**config.mk**
```make
export PLATFORM = sky130hd
export DESIGN_NAME = synth_div_search
export DESIGN_NICKNAME = d
export VERILOG_FILES = /design/src/rtl/synth_div_pkg.sv /design/src/rtl/synth_div_udiv.sv /design/src/rtl/synth_div_best.sv /design/src/rtl/synth_div_search.sv
export SDC_FILE = /design/constraint.sdc
export NUM_CORES = 2
export LEC_CHECK = 0
export BUFFER_PORTS_ARGS = -buffer_cell sky130_fd_sc_hd__buf_4
export CAP_MARGIN = 20
export CORE_UTILIZATION = 39
export DETAILED_ROUTE_END_ITERATION = 6
export SYNTH_ARGS = -nofsm -noshare
export SYNTH_HDL_FRONTEND = slang
export SYNTH_SLANG_ARGS = --single-unit
```
**constraint.sdc**
```tcl
create_clock -name clk -period 8.35 [get_ports clk]
set_input_delay 1.67 -clock clk [delete_from_list [all_inputs] [get_ports clk]]
set_output_delay 1.67 -clock clk [all_outputs]
set_load 0.01 [all_outputs]
```
**src/rtl/synth_div_pkg.sv**
```systemverilog
package synth_div_pkg;

    localparam int NUM_W = 32;

    typedef enum logic [3:0] {
        ST_IDLE,
        ST_DMIN,
        ST_DMAX,
        ST_MMIN,
        ST_MMAX,
        ST_RANGE,
        ST_DLO,
        ST_DHI,
        ST_VCO,
        ST_ODIV,
        ST_FOUT,
        ST_FINISH
    } search_st_e;

    typedef struct packed {
        logic [NUM_W-1:0] num;
        logic [NUM_W-1:0] den;
    } div_req_t;

    function automatic logic [NUM_W-1:0] umax(input logic [NUM_W-1:0] a, input logic [NUM_W-1:0] b);
        return (a > b) ? a : b;
    endfunction

    function automatic logic [NUM_W-1:0] umin(input logic [NUM_W-1:0] a, input logic [NUM_W-1:0] b);
        return (a < b) ? a : b;
    endfunction

    function automatic logic [NUM_W-1:0] absdiff(input logic [NUM_W-1:0] a, input logic [NUM_W-1:0] b);
        return (a > b) ? (a - b) : (b - a);
    endfunction

    function automatic logic [NUM_W-1:0] uclamp(input logic [NUM_W-1:0] v, input logic [NUM_W-1:0] lo,
                                                input logic [NUM_W-1:0] hi);
        return umin(umax(v, lo), hi);
    endfunction

endpackage

```
**src/rtl/synth_div_udiv.sv**
```systemverilog
module synth_div_udiv #(
    parameter int W = 32
) (
    input  logic         clk,
    input  logic         rst,
    input  logic         go,
    input  logic [W-1:0] num,
    input  logic [W-1:0] den,
    output logic [W-1:0] quo,
    output logic         done
);
    localparam int CW = $clog2(W);

    logic [W-1:0]  rem_q;
    logic [W-1:0]  den_q;
    logic [CW-1:0] cnt_q;
    logic          run_q;
    logic [W:0]    shifted;
    logic [W:0]    diff;

    assign shifted = {rem_q, quo[W-1]};
    assign diff    = shifted - {1'b0, den_q};

    always_ff @(posedge clk) begin
        if (rst) begin
            rem_q <= '0;
            den_q <= '0;
            quo   <= '0;
            cnt_q <= '0;
            run_q <= 1'b0;
            done  <= 1'b0;
        end else begin
            done <= 1'b0;
            if (go) begin
                rem_q <= '0;
                quo   <= num;
                den_q <= den;
                cnt_q <= CW'(W - 1);
                run_q <= 1'b1;
            end else if (run_q) begin
                if (!diff[W]) begin
                    rem_q <= diff[W-1:0];
                    quo   <= {quo[W-2:0], 1'b1};
                end else begin
                    rem_q <= shifted[W-1:0];
                    quo   <= {quo[W-2:0], 1'b0};
                end
                cnt_q <= cnt_q - 1'b1;
                if (cnt_q == '0) begin
                    run_q <= 1'b0;
                    done  <= 1'b1;
                end
            end
        end
    end
endmodule

```
**src/rtl/synth_div_best.sv**
```systemverilog
module synth_div_best
    import synth_div_pkg::*;
#(
    parameter int D_W = 7,
    parameter int M_W = 7,
    parameter int O_W = 8
) (
    input  logic             clk,
    input  logic             rst,
    input  logic             clear,
    input  logic             offer,
    input  logic [D_W-1:0]   cand_d,
    input  logic [M_W-1:0]   cand_m,
    input  logic [O_W-1:0]   cand_o,
    input  logic [NUM_W-1:0] cand_f,
    input  logic [NUM_W-1:0] target,
    output logic [D_W-1:0]   best_d,
    output logic [M_W-1:0]   best_m,
    output logic [O_W-1:0]   best_o,
    output logic [NUM_W-1:0] best_f,
    output logic             exact
);
    logic [NUM_W-1:0] best_err;
    logic [NUM_W-1:0] cand_err;
    logic             better;

    assign cand_err = absdiff(cand_f, target);
    assign better   = offer && (cand_err < best_err);
    assign exact    = offer && (cand_f == target);

    always_ff @(posedge clk) begin
        if (rst || clear) begin
            best_err <= '1;
            best_d   <= '0;
            best_m   <= '0;
            best_o   <= '0;
            best_f   <= '0;
        end else if (better) begin
            best_err <= cand_err;
            best_d   <= cand_d;
            best_m   <= cand_m;
            best_o   <= cand_o;
            best_f   <= cand_f;
        end
    end
endmodule

```
**src/rtl/synth_div_search.sv**
```systemverilog
module synth_div_search
    import synth_div_pkg::*;
#(
    parameter int FREQ_W  = 24,
    parameter int PFD_MIN = 10000,
    parameter int PFD_MAX = 300000,
    parameter int VCO_MIN = 600000,
    parameter int VCO_MAX = 1200000,
    parameter int D_LIM   = 80,
    parameter int M_LIM   = 64,
    parameter int O_LIM   = 128,
    parameter int D_W     = $clog2(D_LIM + 1),
    parameter int M_W     = $clog2(M_LIM + 1),
    parameter int O_W     = $clog2(O_LIM + 1)
) (
    input  logic              clk,
    input  logic              rst,
    input  logic              start,
    input  logic [FREQ_W-1:0] fin_khz,
    input  logic [FREQ_W-1:0] fout_khz,
    output logic              busy,
    output logic              done,
    output logic              error,
    output logic [D_W-1:0]    d_val,
    output logic [M_W-1:0]    m_val,
    output logic [O_W-1:0]    o_val,
    output logic [FREQ_W-1:0] f_khz
);
    localparam logic [NUM_W-1:0] K_PFD_MIN = NUM_W'(PFD_MIN);
    localparam logic [NUM_W-1:0] K_PFD_MAX = NUM_W'(PFD_MAX);
    localparam logic [NUM_W-1:0] K_VCO_MIN = NUM_W'(VCO_MIN);
    localparam logic [NUM_W-1:0] K_VCO_MAX = NUM_W'(VCO_MAX);
    localparam logic [NUM_W-1:0] K_ONE     = NUM_W'(1);

    search_st_e       st;
    logic [NUM_W-1:0] fin_q, fout_q, dmin_q, dmax_q, mmin_q, mmax_q;
    logic [NUM_W-1:0] m_q, d_q, dhi_q, vco_q, odiv_q;
    logic             wait_q;

    div_req_t         req;
    logic             div_state, div_go, div_done;
    logic [NUM_W-1:0] div_quo;
    logic             m_last, offer, exact, clear;
    logic [D_W-1:0]   best_d;
    logic [M_W-1:0]   best_m;
    logic [O_W-1:0]   best_o;
    logic [NUM_W-1:0] best_f;

    // operand selection for the shared divider
    always_comb begin
        req.num   = '0;
        req.den   = K_ONE;
        div_state = 1'b1;
        case (st)
            ST_DMIN: begin req.num = fin_q + K_PFD_MAX - K_ONE;     req.den = K_PFD_MAX; end
            ST_DMAX: begin req.num = fin_q;                          req.den = K_PFD_MIN; end
            ST_MMIN: begin req.num = K_VCO_MIN + fin_q - K_ONE;      req.den = fin_q;     end
            ST_MMAX: begin req.num = K_VCO_MAX * dmax_q;             req.den = fin_q;     end
            ST_DLO:  begin req.num = fin_q * m_q + K_VCO_MAX - K_ONE; req.den = K_VCO_MAX; end
            ST_DHI:  begin req.num = fin_q * m_q;                    req.den = K_VCO_MIN; end
            ST_VCO:  begin req.num = fin_q * m_q;                    req.den = d_q;       end
            ST_ODIV: begin req.num = vco_q + (fout_q >> 1);          req.den = fout_q;    end
            ST_FOUT: begin req.num = vco_q;                          req.den = odiv_q;    end
            default: div_state = 1'b0;
        endcase
    end

    assign div_go = div_state && !wait_q;
    assign m_last = (m_q >= mmax_q);
    assign offer  = (st == ST_FOUT) && div_done;
    assign clear  = (st == ST_IDLE) && start;

    synth_div_udiv #(.W(NUM_W)) u_div (
        .clk  (clk),
        .rst  (rst),
        .go   (div_go),
        .num  (req.num),
        .den  (req.den),
        .quo  (div_quo),
        .done (div_done)
    );

    synth_div_best #(.D_W(D_W), .M_W(M_W), .O_W(O_W)) u_best (
        .clk    (clk),
        .rst    (rst),
        .clear  (clear),
        .offer  (offer),
        .cand_d (d_q[D_W-1:0]),
        .cand_m (m_q[M_W-1:0]),
        .cand_o (odiv_q[O_W-1:0]),
        .cand_f (div_quo),
        .target (fout_q),
        .best_d (best_d),
        .best_m (best_m),
        .best_o (best_o),
        .best_f (best_f),
        .exact  (exact)
    );

    always_ff @(posedge clk) begin
        if (rst) begin
            st     <= ST_IDLE;
            wait_q <= 1'b0;
            busy   <= 1'b0;
            done   <= 1'b0;
            error  <= 1'b0;
            d_val  <= '0;
            m_val  <= '0;
            o_val  <= '0;
            f_khz  <= '0;
            fin_q  <= '0;
            fout_q <= '0;
            dmin_q <= '0;
            dmax_q <= '0;
            mmin_q <= '0;
            mmax_q <= '0;
            m_q    <= '0;
            d_q    <= '0;
            dhi_q  <= '0;
            vco_q  <= '0;
            odiv_q <= '0;
        end else begin
            done <= 1'b0;
            if (div_done)    wait_q <= 1'b0;
            else if (div_go) wait_q <= 1'b1;

            case (st)
                ST_IDLE: if (start) begin
                    busy   <= 1'b1;
                    fin_q  <= NUM_W'(fin_khz);
                    fout_q <= NUM_W'(fout_khz);
                    st     <= (fin_khz == '0 || fout_khz == '0) ? ST_FINISH : ST_DMIN;
                end
                ST_DMIN: if (div_done) begin
                    dmin_q <= umax(div_quo, K_ONE);
                    st     <= ST_DMAX;
                end
                ST_DMAX: if (div_done) begin
                    dmax_q <= umin(div_quo, NUM_W'(D_LIM));
                    st     <= ST_MMIN;
                end
                ST_MMIN: if (div_done) begin
                    mmin_q <= umax(div_quo * dmin_q, K_ONE);
                    st     <= ST_MMAX;
                end
                ST_MMAX: if (div_done) begin
                    mmax_q <= umin(div_quo, NUM_W'(M_LIM));
                    st     <= ST_RANGE;
                end
                ST_RANGE: begin
                    if (dmin_q > dmax_q || mmin_q > mmax_q) begin
                        st <= ST_FINISH;
                    end else begin
                        m_q <= mmin_q;
                        st  <= ST_DLO;
                    end
                end
                ST_DLO: if (div_done) begin
                    d_q <= umax(dmin_q, div_quo);
                    st  <= ST_DHI;
                end
                ST_DHI: if (div_done) begin
                    dhi_q <= umin(dmax_q, div_quo);
                    if (d_q > umin(dmax_q, div_quo)) begin
                        if (m_last) st <= ST_FINISH;
                        else begin
                            m_q <= m_q + K_ONE;
                            st  <= ST_DLO;
                        end
                    end else begin
                        st <= ST_VCO;
                    end
                end
                ST_VCO: if (div_done) begin
                    vco_q <= div_quo;
                    st    <= ST_ODIV;
                end
                ST_ODIV: if (div_done) begin
                    odiv_q <= uclamp(div_quo, K_ONE, NUM_W'(O_LIM));
                    st     <= ST_FOUT;
                end
                ST_FOUT: if (div_done) begin
                    if (exact) begin
                        st <= ST_FINISH;
                    end else if (d_q < dhi_q) begin
                        d_q <= d_q + K_ONE;
                        st  <= ST_VCO;
                    end else if (m_last) begin
                        st <= ST_FINISH;
                    end else begin
                        m_q <= m_q + K_ONE;
                        st  <= ST_DLO;
                    end
                end
                ST_FINISH: begin
                    busy  <= 1'b0;
                    done  <= 1'b1;
                    error <= (best_m == '0);
                    d_val <= best_d;
                    m_val <= best_m;
                    o_val <= best_o;
                    f_khz <= best_f[FREQ_W-1:0];
                    st    <= ST_IDLE;
                end
                default: st <= ST_IDLE;
            endcase
        end
    end
endmodule

```
==> flow_summary.toml <==
[placed_design]
gp_congestion = 0.989
postPlaceCellArea_um2 = 77500
place_hpwl_mm = 216
numPortBuffers = 99

[setup_path]
crit_arrival_ns = 8.66
critPathSlowestCell = "sky130_fd_sc_hd__dfxtp_2"
crit_path_start_kind = "register"
worst_path_largest_cell_delay_ns = 0.64
critPathRequiredTime_ns = 8.97
worst-r2r-cell-count = 29
rrSetupSlack_ns = 0.31
crit_path_end_kind = "register"
most_common_cell_type_on_the_critical_path = "sky130_fd_sc_hd__a21o_1"
timing.critical_path.fanout_max = 57
crit_type = "register to register"
worst_r2r_endpoint = "u_best.best_o[7]"
reg2reg_from = "u_div.quo[0]"

[floorplanning]
core_region_area_um2 = 186000
initial_utilization_pct = 39.3
die-area_um2 = 189000
count_of_boundary_i_o_pins = 100
die_w_um = 435
placementRows = 158
chipHeight_um = 435

[hold_path]
hold_path_depth = 2
hold_class = "register to register"
min_to = "f_khz[21]"
worstHoldStart = "u_best.best_f[21]"

[synth]
synth.net_count = 10600
ys_seq_elements = 571
synth-edff-count = 0
cell_with_the_most_instances_after_synthesis = "sky130_fd_sc_hd__inv_1"
synthTopCellsByArea = "sky130_fd_sc_hd__fa_1, sky130_fd_sc_hd__dfxtp_1, sky130_fd_sc_hd__ha_1"
synthFlopType = "sky130_fd_sc_hd__dfxtp_1"
synthesis.area_um2 = 73000
syn-mean-instance-area_um2 = 8.12
syn_inst = 8992
yosysWarnings = 0
synth.lib_cells_used.distinct = 95
netlist.area_leader.share_pct = 24.7
netlist.top_cell.by_area = "sky130_fd_sc_hd__fa_1"
synth-seq-area-share_pct = 15.7
synth.cells.most_frequent = "sky130_fd_sc_hd__inv_1, sky130_fd_sc_hd__nand2_1, sky130_fd_sc_hd__fa_1, sky130_fd_sc_hd__ha_1, sky130_fd_sc_hd__a21oi_1"
async_sr_flop_fraction_pct = 0

[timing]
timing_worst_slew_pin_value_ns = 1.17
fmax_mhz = 124
hold_viol_final = 0
finalCritPeriodShare_pct = 96.3
clock_skew_ns = 0.0418
final_setup_fails = 0
layout_min_cycle_time_ns = 8.04
final_layout_setup_total_negative_slack_ns = 0
rsz0062_at_grt = "no"
worst_hold_slack_ns = 0.444
final-max-slew-violation-count = 0
relSlewSlack_pct = 21.8

[clock_tree]
cts_buffers = 74
ctsHoldBuffers = 0
cts.sink_count = 571
cts_tree = "built"
cts_root_buffer = "sky130_fd_sc_hd__clkbuf_16"
cts_max_path_buffers = 3
htree_levels = 3
clock_latency_ns = 0.72
clk_pin_slew_worst_paths_ns = 0.06

[power_and_ir_drop]
design_power_total_mw = 15.1
power.density_cell_area_nw_per_um2 = 188
irDropWorstVdd_v = 0.000563
p_leak_nw = 36.6

[route]
route.final.wire_length_mm = 278
remaining_drc_errors = 1
drt_first_pass_iters = 7
dr.first_iter.drc_count = 6676
routed_via_density = 5.69
post_dr_wirelength_cell_um = 24.2
final_antenna_net_count = 0
vias_after_detailed_routing = 65369

[run]
number_of_maximum_capacitance_constraint_violations = 0

[grt]
globalRouteOverflowTotal = 0
groute.usage.overall_pct = 29.4
vias_in_the_first_global_route = 65476
grt_antenna_before_repair = 10
largest_net_degree_at_the_start_of_global_routing = 85
grt_pass1_wl_mm = 419

[final_layout]
footprint_of_the_multi_input_gates_um2 = 54600
final_nets = 10555
sequential_cell_area_um2 = 11500
layout.filler_cells = 18603
layout-drive-gt1-share_pct = 7.65
final_util_pct = 43.2
final_design_area_no_fill_um2 = 80200
area_growth_syn_to_layout_pct = 9.88

[run_status]
run_status = "finished with violations"
violated_checks = "design-rule violations"
[where the power goes]
group	switching, mW	internal [mW]
Sequential	0.423	2.98
Combinational	5.30	2.80
Clock	1.52	2.05
Total	7.24	7.82
[kinds of logic (layout without fill, tap and decap cells)]
family,after synthesis,count (layout),share of synthesized area (%)
and+or+nand+nor,2842,2842,18.3
buffers and inverters,1878,1892,9.73
AOI/OAI and AO/OA,1764,1764,15.6
adders and majority gates,1557,1557,36.0
DFF,571,571,15.7
xor gates and xnor gates,296,296,3.58
muxes,84,84,1.17
other,0,6,0
[cells in the final DEF, fill, tap and decap left out, drive strengths merged, types with 181 or more instances in the layout]
master,netlist,final
nand2,1303,1303
dfxtp,571,571
o21ai,335,335
nor2,349,349
a21oi,605,605
buf,69,427
nand3,181,181
and2,515,515
xnor2,219,219
fa,900,900
inv,1328,1341
ha,657,657
[metal layers]
layer  vias to the layer above  track usage (%)  wire (um)
met3                       582             4.03      21500
met5                         -                0         23
met4                         4             14.0      14600
met2                      2751             46.8     126000
met1                     32682             39.4     116000
li1                      29350                -          -
[worst max-delay path: cells and delay by family (launching register included)]
family,cells,cell delay (ns)
fa+ha+maj,3,0.80
simple gates,5,1.18
xor+xnor,1,0.53
flops,1,0.64
compound gates,14,3.19
buf+inv,6,1.50
[how the worst max path moves through the flow]
stage                             from          endpoint  slack, ns  cells after the start
after floorplan               fin_q[3]     u_div.quo[30]       0.39                     29
after global placement         m_q[11]     u_div.quo[31]       0.33                     25
after detailed placement       m_q[11]     u_div.quo[31]       0.22                     25
after CTS                      m_q[11]     u_div.quo[29]       0.20                     25
after global routing           m_q[22]     u_div.quo[31]       0.02                     25
final                     u_div.quo[0]  u_best.best_o[7]       0.31                     29
[what timing repair did]
action / CTS / global route
resized for setup: 0 / 17
setup endpoints to repair: 0 / 6
buffers inserted: 0 / 0
[through the flow]
stage	instances	setup WS [ns]
CTS	11483	0.196
detailed placement	11348	0.222
finish	11492	0.308
global route	11486	0.0188
global placement	11345	0.335
floorplan	8992	0.387
[cell type report]
class	instances	share of cell area, %
antenna	6	0.0187
tap	2480	3.87
clock buffer	96	2.61
multi-input combinational	6543	68.1
clock inverter	39	0.627
inverter	1330	6.23
timing repair buffer	427	4.29
sequential	571	14.3
Power figures use the tool's default switching activity.
